## src/rtl/wsmm_pkg.sv

```systemverilog
package wsmm_pkg;

    parameter int DATA_W = 8;
    parameter int ACC_W  = 20;

    typedef logic signed [DATA_W-1:0] dat_t;
    typedef logic signed [ACC_W-1:0]  acc_t;

    // one horizontal lane: operand plus its valid bit
    typedef struct packed {
        logic vld;
        dat_t dat;
    } lane_t;

    // widen first, then multiply, so the product is exact in accumulator width
    function automatic acc_t mac(acc_t ps, dat_t a, dat_t w);
        acc_t wa;
        acc_t ww;
        wa = acc_t'(a);
        ww = acc_t'(w);
        return ps + wa * ww;
    endfunction

endpackage

```

## src/rtl/wsmm_skew.sv

```systemverilog
module wsmm_skew
    import wsmm_pkg::*;
#(
    parameter int DEPTH = 1
) (
    input  logic  clk,
    input  logic  rst,
    input  lane_t d,
    output lane_t q
);

    generate
        if (DEPTH == 0) begin : g_pass
            assign q = d;
        end else begin : g_dly
            lane_t stg [DEPTH];

            always_ff @(posedge clk) begin
                if (rst) begin
                    for (int i = 0; i < DEPTH; i++) stg[i] <= '0;
                end else begin
                    stg[0] <= d;
                    for (int i = 1; i < DEPTH; i++) stg[i] <= stg[i-1];
                end
            end

            assign q = stg[DEPTH-1];
        end
    endgenerate

endmodule

```

## src/rtl/wsmm_cell.sv

```systemverilog
module wsmm_cell
    import wsmm_pkg::*;
(
    input  logic  clk,
    input  logic  rst,
    input  logic  wt_load,
    input  dat_t  wt_in,
    input  lane_t a_in,
    input  acc_t  ps_in,
    output lane_t a_out,
    output acc_t  ps_out
);

    dat_t  w_q;
    lane_t a_q;
    acc_t  ps_q;

    always_ff @(posedge clk) begin
        if (rst)          w_q <= '0;
        else if (wt_load) w_q <= wt_in;
    end

    always_ff @(posedge clk) begin
        if (rst) begin
            a_q  <= '0;
            ps_q <= '0;
        end else if (a_in.vld) begin
            a_q  <= a_in;
            ps_q <= mac(ps_in, a_in.dat, w_q);
        end else begin
            a_q  <= '0;
            ps_q <= '0;
        end
    end

    assign a_out  = a_q;
    assign ps_out = ps_q;


    weight_hold_chk: assert property (@(posedge clk) disable iff (rst)
        !wt_load |=> $stable(w_q));


    idle_zero_chk: assert property (@(posedge clk) disable iff (rst)
        !a_in.vld |=> (ps_out == '0 && a_out == '0));

endmodule

```

## src/rtl/wsmm_array.sv

```systemverilog
module wsmm_array
    import wsmm_pkg::*;
#(
    parameter int ROWS = 3,
    parameter int COLS = 3
) (
    input  logic                        clk,
    input  logic                        rst,
    input  logic                        wt_load,
    input  logic [ROWS*COLS*DATA_W-1:0] wt_bus,
    input  logic                        in_valid,
    input  logic [ROWS*DATA_W-1:0]      in_data,
    output logic [COLS-1:0]             out_valid,
    output logic [COLS*ACC_W-1:0]       out_y
);

    localparam int NCELL = ROWS * COLS;

    lane_t ent [ROWS];
    lane_t hor [ROWS][COLS+1];
    acc_t  ver [ROWS+1][COLS];

    genvar r, c;
    generate
        for (r = 0; r < ROWS; r++) begin : g_row
            assign ent[r].vld = in_valid;
            assign ent[r].dat = in_data[r*DATA_W +: DATA_W];

            wsmm_skew #(.DEPTH(r)) u_skew (
                .clk (clk),
                .rst (rst),
                .d   (ent[r]),
                .q   (hor[r][0])
            );

            for (c = 0; c < COLS; c++) begin : g_col
                wsmm_cell u_cell (
                    .clk     (clk),
                    .rst     (rst),
                    .wt_load (wt_load),
                    .wt_in   (wt_bus[(r*COLS+c)*DATA_W +: DATA_W]),
                    .a_in    (hor[r][c]),
                    .a_out   (hor[r][c+1]),
                    .ps_in   (ver[r][c]),
                    .ps_out  (ver[r+1][c])
                );
            end


            edge_zero_chk: assert property (@(posedge clk) disable iff (rst)
                !hor[r][COLS].vld |-> (hor[r][COLS].dat == '0));

            if (r > 0) begin : g_lat

                lat_chain_chk: assert property (@(posedge clk) disable iff (rst)
                    hor[r][1].vld == $past(hor[r-1][1].vld));
            end
        end

        for (c = 0; c < COLS; c++) begin : g_out
            assign ver[0][c] = '0;
            assign out_valid[c] = hor[ROWS-1][c+1].vld;
            assign out_y[c*ACC_W +: ACC_W] = ver[ROWS][c];

            if (c > 0) begin : g_skw

                col_skew_chk: assert property (@(posedge clk) disable iff (rst)
                    out_valid[c] == $past(out_valid[c-1]));
            end
        end
    endgenerate


    rst_clear_chk: assert property (@(posedge clk)
        rst |=> (out_valid == '0 && out_y == '0));

    initial begin

        acc_width_chk: assert (ACC_W >= 2*DATA_W + $clog2(ROWS) && NCELL > 0);
    end

endmodule

```

## config.mk

```make
export PLATFORM = sky130hd
export DESIGN_NAME = wsmm_array
export DESIGN_NICKNAME = d
export VERILOG_FILES = /design/src/rtl/wsmm_pkg.sv /design/src/rtl/wsmm_skew.sv /design/src/rtl/wsmm_cell.sv /design/src/rtl/wsmm_array.sv
export SDC_FILE = /design/constraint.sdc
export NUM_CORES = 2
export LEC_CHECK = 0
export ABC_AREA = 1
export BUFFER_PORTS_ARGS = -buffer_cell sky130_fd_sc_hd__buf_4
export CORE_ASPECT_RATIO = 1.4
export CORE_MARGIN = 3
export CORE_UTILIZATION = 32
export DETAILED_ROUTE_END_ITERATION = 16
export SLEW_MARGIN = 40
export SYNTH_ARGS = -nofsm -noshare
export SYNTH_HDL_FRONTEND = slang
export SYNTH_SLANG_ARGS = --single-unit
```

## constraint.sdc

```tcl
create_clock -name clk -period 13.7 [get_ports clk]
set_clock_uncertainty 0.2 [all_clocks]
set_input_delay 2.055 -clock clk [delete_from_list [all_inputs] [get_ports clk]]
set_output_delay 2.055 -clock clk [all_outputs]
set_load 0.01 [all_outputs]
```

==> metrics.txt <==
Seq/Total Area, Yosys=16.9%; Die X=296 um; Final Hold Fails=0; die area=122000 um^2; Clock power frac=37.5%; hold crit path type=flop to flop; Min Hold Slack=0.206 ns; setup bufs post-CTS=0; area delta synth->final=10.4%; Arr. time, crit path=6.96 ns; routed wire length per instance=15.1 um; routability cong.=about 0.9; crit-path cells=nand2_1 -> fa_1 -> inv_1 -> fa_1 -> inv_1 -> fa_1 -> inv_1 -> fa_1 -> ha_1 -> nand2_1 -> nor2_1 -> nand3_1 -> nand3_1 -> inv_1 -> nand3_1 -> nand2_1 -> ha_1 -> nand2_1 -> nor4_1 -> o21ai_0 -> nand3_1 -> nand2_1 -> a21oi_1; Post-synth EDFFs=0; internal power=1.96 mW; fin cells=6655; Setup CP Type=flop to flop; Min Clock Period, post-route=6.65 ns; clk sink count=317; placed cells=roughly 6600; CTS root buf=clkbuf_16; initial antenna violation count=9; first-pass GRT wire length=164 mm; pwr dens=approximately 74 nW/um^2; number of synthesized register bits=317; layout cells sized above 1=5.26%; Worst slew margin=about 45%; ANT nets after route=0; overall power=3.07 mW; # rows=148; DR vias=approximately 30000; static leakage=between 20 and 25 nW; status=finished, final reports clean; worst-path fanout max=9; Register Area=6350 um^2; CP top delay family=adder cells; top_reg_cell synth=dfxtp_1; most frequent cell after synthesis=inv_1; Setup TNS=0 ns; fin crit share=between 40% and 50%; Area after DPL=40100 um^2; Worst-Skew Late Latency=a little over 0.6 ns; net load switching power=1.11 mW; # fillers=12342; RSZ-0062 raised after global routing=no; I/O Buffers=162; CORE AREA=116000 um^2; Synth area leader=fa_1; Post-DP HPWL=84.1 mm; sequential power share=about a third; top cell type's share of synthesized area=a little over a quarter; global route overflow=0; gr usage total=16.9%; Startpoint Class=flop; syn_nets=6063; Worst Tran Pin Value=~0.83 ns; H-Tree Depth=2; yosys warns=0; IO Count=163; Net Sw Frac=36.1%; cts hold-fix bufs=0; Worst path most repeated cell=nand2_1; worst vdd ir=0.0000923 V; Die Y=412 um; Cells after Synth=roughly 5000; Residual DRC=0; Worst Setup Slack, final=7.05 ns; vias in the first global route=31991; Post-Syn Area per Cell=7.39 um^2; max_cap viols=0; worst slack at placement=7.24 ns; NumNets Final=6094; dominant cells by area after synthesis=fa_1 (27%), dfxtp_1 (17%), inv_1 (14%), ha_1 (12%), nand2_1 (9.4%); Pins Over Slew Limit=0; fin util=35.6%; largest net degree at the start of global routing=61; critical path endpoint category=flop; 1st-iter DRT viols=1530; Initial Util=32.3%; drt total wl=about 100 mm; Slowest-stage cell, CP=fa_1; Clock Path Buffers=3; CTS-repair resized insts=0; post-synthesis cell type count=between 40 and 50; area of the multi-input gates=25300 um^2; Synth Cell Area=roughly 38000 um^2; Critical Path Max Stage Delay=0.73 ns; Buf+Inv Stages, Crit Path=4; CTS buffer count=40; clock-pin slew on the worst setup and hold paths=~0.060 ns; CTS tree=yes; DR vias/cell=between 4 and 5; fraction of synthesis flops using an asynchronous set or reset pin=0%; Initial DRT Pass Iterations=6; final setup fails=0; Max Fclk=between 0.15 and 0.2 GHz; Req. time, crit path=14.01 ns; Finished Cell Area=41500 um^2; Synth top cells by count=inv_1 (1399), nand2_1 (939), fa_1 (501); combinational power share=28.9%
==> worst min-delay path, stage by stage, from the launching register on <==
cell and delay, ns:
dfxtp_1 0.29, inv_1 0.04, nor2_1 0.03
==> registers in the layout, summed over array words and instances, names as in the netlist <==
signal / count
g_row.g_col.u_cell.ps_out: 168
g_row.g_col.u_cell.a_out: 52
g_row.u_skew.g_dly.stg: 25
g_row.g_col.u_cell.w_q: 72
==> power groups by stage <==
stage	registers (mW)	logic, mW	clock network [mW]
2_1_floorplan	0.994	0.685	0
3_3_place_gp	1.05	0.879	0
3_5_place_dp	1.05	0.890	0
4_1_cts	1.03	0.897	1.18
5_1_grt	1.04	1.03	1.22
6_report	1.03	0.887	1.15
==> area by class of cell <==
type | instances | area share (%)
multi-input combinational | 3184 | 60.9
sequential | 317 | 15.3
inverter | 1406 | 12.7
tap | 1500 | 4.52
timing repair buffer | 169 | 3.06
clock buffer | 47 | 2.60
clock inverter | 27 | 0.841
antenna | 5 | 0.0302
==> worst paths after layout <==
kind                                                       from                             endpoint  slack, ns  cells after the start
worst max-delay path            g_row[2].g_col[0].u_cell.w_q[2]  g_row[2].g_col[0].u_cell.ps_out[17]       7.05                     23
worst min register to register  g_row[2].u_skew.g_dly.stg[0][1]     g_row[2].u_skew.g_dly.stg[0][10]       0.21                      2
worst max register to register  g_row[2].g_col[0].u_cell.w_q[2]  g_row[2].g_col[0].u_cell.ps_out[17]       7.05                     23
worst min-delay path            g_row[2].u_skew.g_dly.stg[0][1]     g_row[2].u_skew.g_dly.stg[0][10]       0.21                      2
==> per-layer routing <==
| layer | global-route usage, % | share of wire (%) | wire length (um) |
|---|---|---|---|
| met5 | 0 | 0.059 | 59 |
| met4 | 6.36 | 3.8 | 3830 |
| met3 | 2.09 | 4.3 | 4360 |
| met2 | 31.2 | 51 | 51500 |
| met1 | 19.8 | 40 | 40600 |
==> cells in the final DEF (no fill, tap or decap), types with 22 or more instances in the layout <==
master	n
a21oi_1	305
buf_4	169
clkbuf_16	41
dfxtp_1	317
fa_1	501
ha_1	375
inv_1	1399
nand2_1	938
nand3_1	124
nand4_1	25
nor2_1	404
o21a_1	22
o21ai_0	250
xnor2_1	44
xor2_1	50
==> logic make-up after synthesis <==
| kind of cell | count (synthesis) | share of synthesized area, % |
|---|---|---|
| xor+xnor | 94 | 2.19 |
| fa+ha+maj | 876 | 39.2 |
| simple gates | 1548 | 16.4 |
| flops | 317 | 16.9 |
| compound gates | 666 | 9.51 |
| buf+inv | 1586 | 15.9 |
(Power assumes the default switching activity.)
